==> src/rtl/pwm_dbe_pkg.sv <==
package pwm_dbe_pkg;

    typedef enum logic [2:0] {
        EV_OFF    = 3'd0,
        EV_ZERO   = 3'd1,
        EV_PRD    = 3'd2,
        EV_ZP     = 3'd3,
        EV_CMP_UP = 3'd4,
        EV_CMP_DN = 3'd5
    } ev_sel_e;

    typedef struct packed {
        logic zero;
        logic prd;
        logic cmp;
        logic up;
    } ctr_stat_t;

    function automatic logic ev_hit(input logic [2:0] sel, input ctr_stat_t st);
        logic hit;
        case (sel)
            EV_ZERO:   hit = st.zero;
            EV_PRD:    hit = st.prd;
            EV_ZP:     hit = st.zero | st.prd;
            EV_CMP_UP: hit = st.cmp & st.up;
            EV_CMP_DN: hit = st.cmp & ~st.up;
            default:   hit = 1'b0;
        endcase
        return hit;
    endfunction

endpackage

==> src/rtl/pwm_evt_decode.sv <==
module pwm_evt_decode
    import pwm_dbe_pkg::*;
#(
    parameter int SEL_W = 3
) (
    input  logic             clk,
    input  logic             rst_n,
    input  logic             tick,
    input  ctr_stat_t        stat,
    input  logic [SEL_W-1:0] sel,
    output logic             pulse
);

    typedef struct packed {
        logic seen;
        logic pulse;
    } evt_st_t;

    evt_st_t st_d, st_q;
    logic    hit;

    always_comb begin
        hit = ev_hit(sel[2:0], stat);
        st_d = st_q;
        st_d.pulse = 1'b0;
        if (tick) begin
            st_d.pulse = hit & ~st_q.seen;
            st_d.seen  = hit;
        end
    end

    always_ff @(posedge clk or negedge rst_n) begin
        if (!rst_n) begin
            st_q <= '0;
        end else begin
            st_q <= st_d;
        end
    end

    assign pulse = st_q.pulse;

endmodule

==> src/rtl/pwm_db_timer.sv <==
module pwm_db_timer #(
    parameter int DB_W = 16
) (
    input  logic            clk,
    input  logic            rst_n,
    input  logic            tick,
    input  logic            a_in,
    input  logic [DB_W-1:0] db_len,
    output logic            expired_d
);

    typedef struct packed {
        logic            a_prev;
        logic [DB_W-1:0] cnt;
    } tmr_st_t;

    tmr_st_t st_d, st_q;
    logic    edge_seen;

    always_comb begin
        st_d = st_q;
        edge_seen = tick && (a_in != st_q.a_prev);
        if (tick) begin
            st_d.a_prev = a_in;
            if (edge_seen) begin
                st_d.cnt = db_len;
            end else if (st_q.cnt != '0) begin
                st_d.cnt = st_q.cnt - 1'b1;
            end
        end
        expired_d = (st_d.cnt == '0);
    end

    always_ff @(posedge clk or negedge rst_n) begin
        if (!rst_n) begin
            st_q <= '0;
        end else begin
            st_q <= st_d;
        end
    end

endmodule

==> src/rtl/pwm_db_gate.sv <==
module pwm_db_gate #(
    parameter bit ON_LEVEL = 1'b1
) (
    input  logic clk,
    input  logic rst_n,
    input  logic tick,
    input  logic a_in,
    input  logic expired,
    output logic out
);

    logic out_d, out_q;

    always_comb begin
        out_d = out_q;
        if (tick) begin
            out_d = (a_in == ON_LEVEL) && expired;
        end
    end

    always_ff @(posedge clk or negedge rst_n) begin
        if (!rst_n) begin
            out_q <= 1'b0;
        end else begin
            out_q <= out_d;
        end
    end

    assign out = out_q;

endmodule

==> src/rtl/pwm_db_evt.sv <==
module pwm_db_evt
    import pwm_dbe_pkg::*;
#(
    parameter int DB_W  = 16,
    parameter int SEL_W = 3
) (
    input  logic             clk,
    input  logic             rst_n,
    input  logic             tb_tick,
    input  logic             pwm_a_raw,
    input  logic             ctr_is_zero,
    input  logic             ctr_is_prd,
    input  logic             ctr_is_cmp,
    input  logic             ctr_up,
    input  logic [DB_W-1:0]  db_len,
    input  logic [SEL_W-1:0] soc_sel,
    input  logic [SEL_W-1:0] int_sel,
    output logic             pwm_out_a,
    output logic             pwm_out_b,
    output logic             adc_soc,
    output logic             int_req
);

    localparam int N_OUT = 2;
    localparam int N_EVT = 2;

    ctr_stat_t        stat;
    logic             expired;
    logic [N_OUT-1:0] outs;
    logic [N_EVT-1:0] pulses;
    logic [SEL_W-1:0] sels [N_EVT];

    always_comb begin
        stat.zero = ctr_is_zero;
        stat.prd  = ctr_is_prd;
        stat.cmp  = ctr_is_cmp;
        stat.up   = ctr_up;
        sels[0]   = soc_sel;
        sels[1]   = int_sel;
    end

    pwm_db_timer #(.DB_W(DB_W)) u_timer (
        .clk       (clk),
        .rst_n     (rst_n),
        .tick      (tb_tick),
        .a_in      (pwm_a_raw),
        .db_len    (db_len),
        .expired_d (expired)
    );

    for (genvar g = 0; g < N_OUT; g++) begin : g_out
        pwm_db_gate #(.ON_LEVEL(g == 0)) u_gate (
            .clk     (clk),
            .rst_n   (rst_n),
            .tick    (tb_tick),
            .a_in    (pwm_a_raw),
            .expired (expired),
            .out     (outs[g])
        );
    end

    for (genvar e = 0; e < N_EVT; e++) begin : g_evt
        pwm_evt_decode #(.SEL_W(SEL_W)) u_dec (
            .clk   (clk),
            .rst_n (rst_n),
            .tick  (tb_tick),
            .stat  (stat),
            .sel   (sels[e]),
            .pulse (pulses[e])
        );
    end

    assign pwm_out_a = outs[0];
    assign pwm_out_b = outs[1];
    assign adc_soc   = pulses[0];
    assign int_req   = pulses[1];

endmodule

==> config.mk <==
export PLATFORM = sky130hd
export DESIGN_NAME = pwm_db_evt
export DESIGN_NICKNAME = d
export VERILOG_FILES = /design/src/rtl/pwm_dbe_pkg.sv /design/src/rtl/pwm_evt_decode.sv /design/src/rtl/pwm_db_timer.sv /design/src/rtl/pwm_db_gate.sv /design/src/rtl/pwm_db_evt.sv
export SDC_FILE = /design/constraint.sdc
export NUM_CORES = 1
export LEC_CHECK = 0
export BUFFER_PORTS_ARGS = -buffer_cell sky130_fd_sc_hd__buf_2
export CAP_MARGIN = 20
export CORE_MARGIN = 2
export CORE_UTILIZATION = 49
export CTS_BUF_LIST = sky130_fd_sc_hd__clkbuf_8 sky130_fd_sc_hd__clkbuf_16
export DETAILED_ROUTE_END_ITERATION = 12
export HOLD_SLACK_MARGIN = 0.1
export PLACE_DENSITY = 0.76
export SYNTH_ARGS = -nofsm -noshare
export SYNTH_HDL_FRONTEND = slang
export SYNTH_SLANG_ARGS = --single-unit
export TNS_END_PERCENT = 10
==> constraint.sdc <==
create_clock -name clk -period 2.4 [get_ports clk]
set_input_delay 0.24 -clock clk [delete_from_list [all_inputs] [get_ports clk]]
set_output_delay 0.24 -clock clk [all_outputs]
set_load 0.01 [all_outputs]
# Yosys cells after proc, flatten, opt, wreduce, memory -nomap -nowiden

Index checks and enable logic that the tools add are counted.

Bits in registers: 23
RAM bits: 0
Memories: 0
Bits in read-only memories: 0
Latch bits: 0
Output and inout port bits: 4
Logic and storage cells: 41

Bitwise operators: 9
Multipliers: 0
Magnitude comparators: 0
Equal/unequal tests: 11
Reduce and logical (&&, ||, !) cells: 5
Mux-type cells: 7
Shift operators: 0
$add $sub $neg: 1
Divide/modulo/power cells: 0

Operator list:

| operator                | count |
|---|---|
| $mux W16                | 3 |
| $logic_not A16 Y1       | 1 |
| $reduce_bool A16 Y1     | 1 |
| $sub A16 B1 Y16 const B | 1 |
| $eq A3 B2 Y1 const B    | 4 |
| $eq A3 B3 Y1 const B    | 4 |
| $pmux W1 S5             | 2 |
| $eq A3 B1 Y1 const B    | 2 |
| $and A1 B1 Y1           | 4 |
| $not A1 Y1              | 4 |
| $logic_and A1 B1 Y1     | 3 |
| $mux W1                 | 2 |
| $ne A1 B1 Y1            | 1 |
| $or A1 B1 Y1            | 1 |

# Logic depth before layout (Yosys ltp)

Gate-level depths: netlist (run 1).

Depth after elaboration: 6
Gate-level depth with buffers: 11
Mapped depth without buffers: 9

# Modules after synthesis

A second synthesis (run 1) with hierarchy kept.

Cells, all modules: 171
Area total of the unflattened synthesis: 1500.2 sq um

Modules (own cells, without submodules):

| module                         | sequential area each (sq um) | area an instance (sq um) | cells an instance | times used |
|---|---|---|---|---|
| pwm_db_timer                   | 425.4                        | 1217.4                   | 143               | 1 |
| pwm_evt_decode                 | 50.0                         | 101.3                    | 10                | 2 |
| pwm_db_gate at g_out[1].u_gate | 25.0                         | 41.3                     | 4                 | 1 |
| pwm_db_gate at g_out[0].u_gate | 25.0                         | 38.8                     | 4                 | 1 |

# Worst setup path before layout (run 1)

OpenSTA, ideal clock, no wires.

Path type: register -> register
From: register u_timer.st_q[0] (netlist name)
To: register g_out[0].u_gate.out_q
Path buffers: 2
Required time: 2.322 ns
Setup time: 0.078 ns
Arrival: 2.394 ns
Clock period less this slack: 2.471 ns
Cell stages (with the launch flop): 12
Path slack: -0.071 ns
Cell sequence: dfrtp_1 inv_1 ha_1 or4b_1 buf_2 nor4_4 buf_6 nor4_1 a311o_1 nor4_4 nand4_1 o2bb2ai_1

RTL lines:

| item                     | RTL line           | source |
|---|---|---|
| start: declaration       | pwm_db_timer.sv:17 | `tmr_st_t st_d, st_q;` |
| start signal: assignment | pwm_db_timer.sv:38 | `st_q <= st_d;` |
| end signal: assignment   | pwm_db_gate.sv:25  | `out_q <= out_d;` |
| end: declaration         | pwm_db_gate.sv:12  | `logic out_d, out_q;` |

==> impl_metrics.csv, run 1 <==
group,metric,value,unit
die,io-pin-count,34,
placed_design,place_congestion,0.9186,
clock_tree,clk_latency,0.27,ns
drt,ant_nets,0,
clock_tree,cts_max_path_buffers,2,
power,power_density,727.8,nW/um^2
global_routing,grt_max_degree,29,
drt,wl,4.768,mm
global_routing,grt_usage,0.2907,
global_routing,grt_pass1_vias,1816,
die,start_util,0.5123,
synthesis,syn-cell-area,1564,sq um
synthesis,synthMuxAreaShare,0.006400,
power,switching_share,0.3782,
power,power_frac_clock,0.164,
synthesis,synthArstFlopShare,1.000,
power,p_int,0.9627,mW
synthesis,synth_xor_area_frac,0.02240,
sta,finalHoldViolCount,0,
run_status,status,"finished, violations left",
synthesis,synthFlopType,"dfrtp_1",
drt,first_pass_iters,4,
synthesis,synth_cell_types,55,
clock_tree,cts_buffers,3,
synthesis,ys_seq_area_frac,0.3680,
setup_path,cp_data_arrival_time,2.80,ns
finish,final_util,0.6967,
global_routing,antenna_found_initial,0,
finish,most-common-layout-cells,"buf_4, buf_2, dfrtp_1",
placed_design,dp_hpwl,3.508,mm
die,fp-row-count,20,
synthesis,syn_avg_cell_area,8.937,sq um
run_status,violations,"setup timing",
power,seqPwrFrac,0.353,
synthesis,synth_seq_cells,23,
sta,timing.fmax,384.3,MHz
clock_tree,cts.sinks,23,
die,die_area,3660,sq um
synthesis,ys.warnings.count,0,
clock_tree,cts_tree,"built",
power,ir_drop,0.4240,mV
synthesis,synth_fa_ha_area_frac,0.01600,
finish,antennaDiodeCount,0,
sta,maxSlewViolCount,0,
sta,rsz0062_at_grt,"true",
global_routing,gr-total-overflow,0,
sta,period_share,1.084,
clock_tree,cts_root_buf,"clkbuf_8",
synthesis,synth-compound-area-share,0.2304,
sta,setup_slack,-0.2020,ns
flow_run,maxCapViolCount,0,
power,cellLeakagePower,0.9420,nW
synthesis,synth_top_family_by_area,"simple AND/OR/NAND/NOR gates",
synthesis,synth-edff-count,0,
finish,final_common_cell,"buf_4",
clock_tree,cts_htree_levels,1,
finish,areaGrowthSynthToFinish,36.00,%
finish,drive_above_1_share,0.3868,
drt,drc,0,
synthesis,syn-num-nets,207,
synthesis,synth_cells,175,
global_routing,grt_pass1_wl,7.990,mm
sta,fin_setup_tns,-0.3682,ns
power,power.share.combinational,0.483,
synthesis,yosys.area_share.simple,0.3032,
sta,clock_skew,0.006835,ns
drt,drt-initial-drc-count,136,
drt,viasPerCell,6.167,
placed_design,portBuffers,33,
die,die_x,60.50,microns
setup_path,cp-start-kind,"flip-flop",
setup_path,crit_path_end_kind,"flip-flop",
drt,via_count,1770,
sta,setup_violations,2,
worst_hold_path,hold_path_class,"primary input to flip-flop",
finish,design_area,2127,sq um
power,switchingPower,0.5854,mW
sta,max_slew.worst_pin.slew,0.5730,ns
die,die_h,60.50,microns
drt,wl_per_cell,16.61,microns
sta,max_slew_margin,0.6130,
die,core-area,3053,sq um
clock_tree,clk_pin_slew,0.09,ns
finish,fin_nets,276,
placed_design,postPlaceCellArea,2027,sq um
setup_path,crit_required,2.60,ns
sta,min_period,2.602,ns
setup_path,critPathKind,"flip-flop to flip-flop",
setup_path,crit_fanout,7,
[per-stage QoR]
| step | hold slack, ns | power, mW | worst slack (ns) | cells |
|---|---|---|---|---|
| after global placement | 0.2403 | 1.229 | -0.09075 | 280 |
| after global routing | 0.2133 | 1.644 | -0.3352 | 287 |
| after detailed placement | 0.2551 | 1.259 | -0.1784 | 280 |
| final | 0.2149 | 1.548 | -0.2020 | 287 |
| after CTS | 0.2168 | 1.527 | -0.1574 | 287 |
| after floorplan | -0.05559 | 0.9123 | 0.01303 | 175 |
[power groups by stage]
stage          Combinational [mW]  Clock [mW]  Sequential, mW
5_1_grt                     0.814       0.274           0.556
3_5_place_dp                0.714           0           0.545
2_1_floorplan               0.365           0           0.547
4_1_cts                     0.729       0.257           0.542
6_report                    0.748       0.254           0.546
3_3_place_gp                0.689           0           0.540
[per-layer routing]
layer,GRT usage,wire length (microns),up-vias
li1,-,-,819
met1,0.3690,1941,859
met2,0.4907,2371,80
met3,0.03838,354,12
met4,0.1398,99,0
met5,0,0,-
[cells in the mapped netlist (2+ instances only)]
library cell / count / area [sq um]
a211o_1: 2 / 17.52
a211oi_1: 2 / 15.01
a21oi_1: 7 / 35.03
a221oi_1: 3 / 26.28
a22oi_1: 3 / 22.52
a311o_1: 2 / 20.02
and2_1: 2 / 12.51
buf_2: 4 / 20.02
clkbuf_1: 6 / 22.52
dfrtp_1: 23 / 575.6
ha_1: 2 / 25.02
inv_1: 7 / 26.28
nand2_1: 9 / 33.78
nand3_1: 9 / 45.04
nand4_1: 3 / 18.77
nor2_1: 11 / 41.29
nor3_1: 10 / 50.05
nor3b_1: 2 / 15.01
nor4_1: 6 / 37.54
nor4_4: 2 / 42.54
o211ai_1: 2 / 15.01
o21ai_0: 6 / 30.03
o221ai_1: 2 / 17.52
o22ai_1: 2 / 12.51
o31ai_1: 2 / 15.01
o41ai_1: 3 / 26.28
or2_2: 4 / 25.02
or3_1: 7 / 43.79
or4_1: 4 / 30.03
xnor2_1: 3 / 26.28
[cell families after synthesis]
family	after synthesis
adders and majority gates	2
AOI/OAI and AO/OA	48
DFF	23
muxes	1
and+or+nand+nor	78
xor gates and xnor gates	4
buffers and inverters	19
[flip-flops by register name (all words and copies together) (netlist names)]
signal,count
g_evt.u_dec.pulse,2
g_evt.u_dec.st_q,2
g_out.u_gate.out,2
u_timer.st_q,17
[worst max-delay path: stages, from the launching register on]
cell,delay (ns)
dfrtp_1,0.40
buf_4,0.14
or3_1,0.45
or2_2,0.42
a222oi_1,0.30
o41ai_1,0.18
nor4_2,0.23
nand4bb_1,0.21
o2bb2ai_1,0.19
[worst paths after layout]
path                                        startpoint  slack (ns)  depth (start not counted)                    to
min in group asynchronous                        rst_n        0.47                          2       u_timer.st_q[8]
worst min register to register  g_evt[1].u_dec.st_q[1]        0.45                          1  g_evt[1].u_dec.pulse
worst min-delay path                         db_len[6]        0.21                          2       u_timer.st_q[6]
max in group asynchronous                        rst_n        1.57                          2  g_evt[0].u_dec.pulse
worst max register to register         u_timer.st_q[1]       -0.20                          8   g_out[0].u_gate.out
worst max-delay path                   u_timer.st_q[1]       -0.20                          8   g_out[0].u_gate.out
[cell type report]
type	instances	area [sq um]
Clock inverter	1	5.005
Fill cell	253	925.9
Timing Repair Buffer	76	490.5
Multi-Input combinational cell	133	933.4
Inverter	7	26.28
Tap cell	44	55.05
Sequential cell	23	575.6
Clock buffer	3	41.29
[repair_timing]
item / 4_1_cts / 5_1_grt
endpoints found under the setup margin: 2 / 3
hold buffers: 1 / 0
resized for setup: 4 / 3
pin swaps: 3 / 2
hold endpoints to repair: 23 / 0
setup buffers: 2 / 0
gates cloned: 0 / 0
No activity file was read; power rests on OpenSTA's default activity.
==> inputs of run 2 (changes only) <==
SKIP_LAST_GASP = 1   (was not set)
==> impl_metrics.csv, run 2 (synthesized netlist as in run 1, its figures left out) <==
group,metric,value,unit
drt,drt-initial-drc-count,119,
setup_path,crit_path_end_kind,"flip-flop",
drt,viasPerCell,6.160,
drt,wl,4.804,mm
sta,rsz0062_at_grt,"true",
global_routing,grt_pass1_wl,7.990,mm
setup_path,critPathTopFamily,"simple AND/OR/NAND/NOR gates",
clock_tree,clk_latency,0.27,ns
sta,holdWs,0.2152,ns
setup_path,path_cells,"inv_1 -> ha_1 -> or4b_4 -> nor4_4 -> buf_4 -> o211ai_1 -> or3b_1 -> nor4_2 -> nand4bb_1 -> o2bb2ai_1",
finish,antennaDiodeCount,0,
sta,finalHoldViolCount,0,
global_routing,grt-busiest-layer,"met2",
setup_path,cp_data_arrival_time,2.80,ns
finish,most-common-layout-cells,"buf_4, buf_2, dfrtp_1",
finish,fill_cells,255,
drt,wl_per_cell,16.74,microns
finish,drive_above_1_share,0.3786,
global_routing,grt_max_degree,29,
setup_path,crit_fanout,7,
run_status,violations,"setup timing",
sta,timing.fmax,384.6,MHz
flow_run,maxCapViolCount,0,
clock_tree,cts_tree,"built",
sta,max_slew_margin,0.6198,
power,cellLeakagePower,0.9422,nW
clock_tree,clk_pin_slew,0.09,ns
global_routing,gr-total-overflow,0,
power,ir_drop,0.4252,mV
run_status,status,"finished, violations left",
clock_tree,cts_root_buf,"clkbuf_8",
drt,ant_nets,0,
drt,drc,0,
sta,setup_slack,-0.2003,ns
sta,clock_skew,0.006649,ns
die,die_h,60.50,microns
global_routing,grt_usage,0.2907,
sta,min_period,2.600,ns
setup_path,critPathKind,"flip-flop to flip-flop",
die,core-area,3053,sq um
setup_path,crit_required,2.60,ns
drt,via_count,1768,
power,power_density,728.9,nW/um^2
placed_design,place_congestion,0.9186,
setup_path,slowest_stage,"or4b_4",
clock_tree,cts_buffers,3,
finish,areaGrowthSynthToFinish,35.60,%
setup_path,slowest_delay,0.47,ns
die,die_area,3660,sq um
placed_design,portBuffers,33,
global_routing,met3_usage,0.03838,
placed_design,placed_cells,280,
worst_hold_path,hold_path_class,"primary input to flip-flop",
die,start_util,0.5123,
die,io-pin-count,34,
die,die_x,60.50,microns
die,fp-row-count,20,
sta,setup_violations,2,
finish,fin_nets,276,
clock_tree,cts_max_path_buffers,2,
finish,stdcell_count,287,
drt,first_pass_iters,4,
clock_tree,cts.sinks,23,
setup_path,cp-start-kind,"flip-flop",
global_routing,grt_pass1_vias,1816,
global_routing,grtUsageMet1,0.3690,
clock_tree,cts_htree_levels,1,
finish,final_util,0.6947,
sta,period_share,1.083,
sta,max_slew.worst_pin.slew,0.5630,ns
setup_path,path_buf_inv,2,
finish,regMostFlops,"u_timer.st_q",
finish,largest_reg_flops,17,
sta,maxSlewViolCount,0,
finish,final_common_cell,"buf_4",
global_routing,use_met2,0.4907,
placed_design,dp_hpwl,3.508,mm
global_routing,antenna_found_initial,0,
[run 2: changes by cell type in the layout (fill, tap and decap cells not counted)]
cell    change
nor4_2      -1
nor4_1      +1
inv_1       +1
inv_2       -1
[run 2: per-stage QoR]
stage	cell area (sq um)	setup TNS, ns	power, mW	worst slack [ns]
finish	2121	-0.3718	1.546	-0.2003
global route	2121	-0.7585	1.639	-0.3515
CTS	2115	-0.2978	1.527	-0.1576
detailed placement	2027	-0.3433	1.259	-0.1784
global placement	2027	-0.1708	1.229	-0.09075
floorplan	1570	0	0.9123	0.01303
[run 2: routing by layer]
metal  share of wire  wire (microns)  up-vias
met5               0               0        -
met4           0.026             124        0
met3           0.065             311       14
met2            0.49            2330       86
met1            0.42            2038      848
li1                -               -      820
[run 2: report_power, final]
part	internal [mW]	switching, mW
Sequential	0.471	0.0749
Combinational	0.373	0.372
Clock	0.116	0.138
[run 2: cell type report]
type                            count  area [sq um]  share of cell area
Sequential cell                    23         575.6              0.2714
Multi-Input combinational cell    133         927.1              0.4372
Timing Repair Buffer               76         490.5              0.2313
Tap cell                           44         55.05             0.02596
Clock buffer                        3         41.29             0.01947
Inverter                            7         26.28             0.01239
Clock inverter                      1         5.005            0.002360
[run 2: timing repair]
| item | CTS | global route |
|---|---|---|
| gates resized for setup | 4 | 1 |
| pin swaps | 2 | 2 |
| buffers inserted | 2 | 0 |
| hold buffers | 1 | 0 |
| endpoints found under the setup margin | 2 | 3 |
| hold endpoints to repair | 23 | 0 |
| cloned | 0 | 0 |
[run 2: path summary, 6_finish.rpt]
| kind | from | end | slack (ns) | depth (start not counted) |
|---|---|---|---|---|
| hold / removal | db_len[6] | u_timer.st_q[6] | 0.22 | 2 |
| setup / recovery | u_timer.st_q[1] | g_out[0].u_gate.out | -0.20 | 10 |
| setup reg to reg | u_timer.st_q[1] | g_out[0].u_gate.out | -0.20 | 10 |
| min in group asynchronous | rst_n | u_timer.st_q[8] | 0.48 | 2 |
| hold reg to reg | g_evt[1].u_dec.st_q[1] | g_evt[1].u_dec.pulse | 0.45 | 1 |
| max in group asynchronous | rst_n | g_evt[0].u_dec.pulse | 1.56 | 2 |
[run 2: worst register-to-register path, stage by stage, from the launching register on]
cell	delay, ns
dfrtp_1	0.39
inv_1	0.11
ha_1	0.15
or4b_4	0.47
nor4_4	0.16
buf_4	0.20
o211ai_1	0.10
or3b_1	0.39
nor4_2	0.14
nand4bb_1	0.21
o2bb2ai_1	0.19
==> inputs of run 3 (changes only) <==
CAP_MARGIN = 5   (was 20)
CORE_UTILIZATION = 51   (was 49)
CTS_BUF_LIST = sky130_fd_sc_hd__clkbuf_8   (was sky130_fd_sc_hd__clkbuf_8 sky130_fd_sc_hd__clkbuf_16)
PLACE_DENSITY = 0.79   (was 0.76)
==> impl_metrics.csv, run 3 (synthesized netlist as in run 1, its figures left out) <==
group,metric,value,unit
sta,max_slew.worst_pin.slew,0.5305,ns
setup_path,cp_data_arrival_time,2.81,ns
drt,viasPerCell,6.366,
sta,holdWs,0.2265,ns
global_routing,grt_usage,0.3120,
power,cellLeakagePower,0.9099,nW
sta,maxSlewViolCount,0,
die,fp-row-count,20,
clock_tree,cts_root_buf,"clkbuf_8",
die,die_area,3525,sq um
finish,fin_nets,268,
finish,final_common_cell,"buf_4",
sta,setup_slack,-0.2074,ns
placed_design,portBuffers,33,
global_routing,grt_pass1_wl,8.135,mm
setup_path,crit_path_end_kind,"flip-flop",
die,core-area,2978,sq um
drt,via_count,1706,
global_routing,grt_max_degree,24,
finish,largest_reg_flops,17,
finish,antennaDiodeCount,0,
die,start_util,0.5252,
sta,max_slew_margin,0.6464,
setup_path,r2r_slack,-0.21,ns
die,io-pin-count,34,
finish,drive_above_1_share,0.3915,
finish,fill_cells,231,
die,die_x,59.38,microns
sta,finalHoldViolCount,0,
drt,drt-initial-drc-count,134,
drt,wl,4.784,mm
clock_tree,cts.sinks,23,
finish,most-common-layout-cells,"buf_4, buf_2, dfrtp_1",
finish,final_util,0.7034,
drt,drc,0,
placed_design,place_congestion,0.9324,
setup_path,crit_required,2.60,ns
sta,rsz0062_at_grt,"true",
setup_path,worstReg2RegStart,"u_timer.st_q[10]",
setup_path,critPathLaunch,"u_timer.st_q[10]",
sta,setup_violations,2,
sta,clock_skew,0.001375,ns
die,die_h,59.38,microns
global_routing,antenna_found_initial,0,
sta,timing.fmax,383.5,MHz
global_routing,gr-total-overflow,0,
sta,period_share,1.086,
clock_tree,cts_max_path_buffers,2,
sta,min_period,2.607,ns
clock_tree,cts_tree,"built",
setup_path,critPathKind,"flip-flop to flip-flop",
clock_tree,clk_latency,0.27,ns
power,power_density,734.1,nW/um^2
clock_tree,cts_htree_levels,1,
worst_hold_path,hold_path_class,"primary input to flip-flop",
flow_run,maxCapViolCount,0,
setup_path,cp-start-kind,"flip-flop",
drt,ant_nets,0,
clock_tree,cts_buffers,3,
clock_tree,clk_pin_slew,0.09,ns
drt,first_pass_iters,4,
finish,regMostFlops,"u_timer.st_q",
power,ir_drop,0.4442,mV
worst_hold_path,worstHoldStart,"db_len[6]",
setup_path,crit_fanout,3,
run_status,violations,"setup timing",
drt,wl_per_cell,17.85,microns
global_routing,grt_pass1_vias,1682,
run_status,status,"finished, violations left",
placed_design,dp_hpwl,3.553,mm
finish,areaGrowthSynthToFinish,33.92,%
==> run 3: final timing paths <==
kind                                        end  cells past startpoint
max                         g_out[0].u_gate.out                      8
max reg2reg                 g_out[0].u_gate.out                      8
min in group asynchronous       u_timer.st_q[8]                      2
max in group asynchronous       u_timer.st_q[5]                      2
min                             u_timer.st_q[6]                      2
min reg2reg                g_evt[0].u_dec.pulse                      1
==> run 3: layer usage <==
metal / up-vias / global-route usage / wire length (microns)
met5: - / 0 / 0
met4: 0 / 0.1266 / 130
met3: 12 / 0.04148 / 275
met2: 63 / 0.5149 / 2362
met1: 823 / 0.4111 / 2016
li1: 808 / - / -
==> run 3: where the power goes <==
group / internal (mW) / switching, mW / total [mW]
clock: 0.118 / 0.139 / 0.257
combinational: 0.358 / 0.377 / 0.735
sequential: 0.471 / 0.0746 / 0.546
total: 0.947 / 0.591 / 1.54
==> run 3: critical path, cell delays in order (launching register included) <==
cell and delay, ns:
dfrtp_1 0.40, or4_4 0.58, nor4_4 0.33, buf_4 0.17, o211ai_1 0.09, or3b_1 0.38, nor4_2 0.17, nand4bb_1 0.22
o2bb2ai_1 0.20
==> run 3: final cells by class <==
class / instances / area [sq um] / area share
repair buffers: 68 / 430.4 / 0.2055
clock buffers: 3 / 41.29 / 0.01971
well taps: 33 / 41.29 / 0.01971
clock inverters: 1 / 7.507 / 0.003584
inverters: 7 / 26.28 / 0.01254
flip-flops and latches: 23 / 575.6 / 0.2748
multi-input cells: 133 / 972.2 / 0.4642
==> run 3: per-stage QoR <==
| stage | TNS (ns) | cell area (sq um) | worst slack, ns | power, mW | cells |
|---|---|---|---|---|---|
| after floorplan | 0 | 1570 | 0.01303 | 0.9123 | 175 |
| after global placement | -0.1532 | 1961 | -0.07918 | 1.187 | 262 |
| after detailed placement | -0.5174 | 1961 | -0.2703 | 1.218 | 262 |
| after CTS | -0.2828 | 2088 | -0.1447 | 1.518 | 268 |
| after global routing | -0.7212 | 2095 | -0.3332 | 1.635 | 268 |
| final | -0.3971 | 2095 | -0.2074 | 1.538 | 268 |
==> run 3: repair_timing <==
item                                   CTS  global route
pin swaps                                3             2
gates resized for setup                 12             1
hold buffers                             1             0
setup endpoints to repair                2             3
buffers inserted                         1             0
endpoints found under the hold margin   23             0
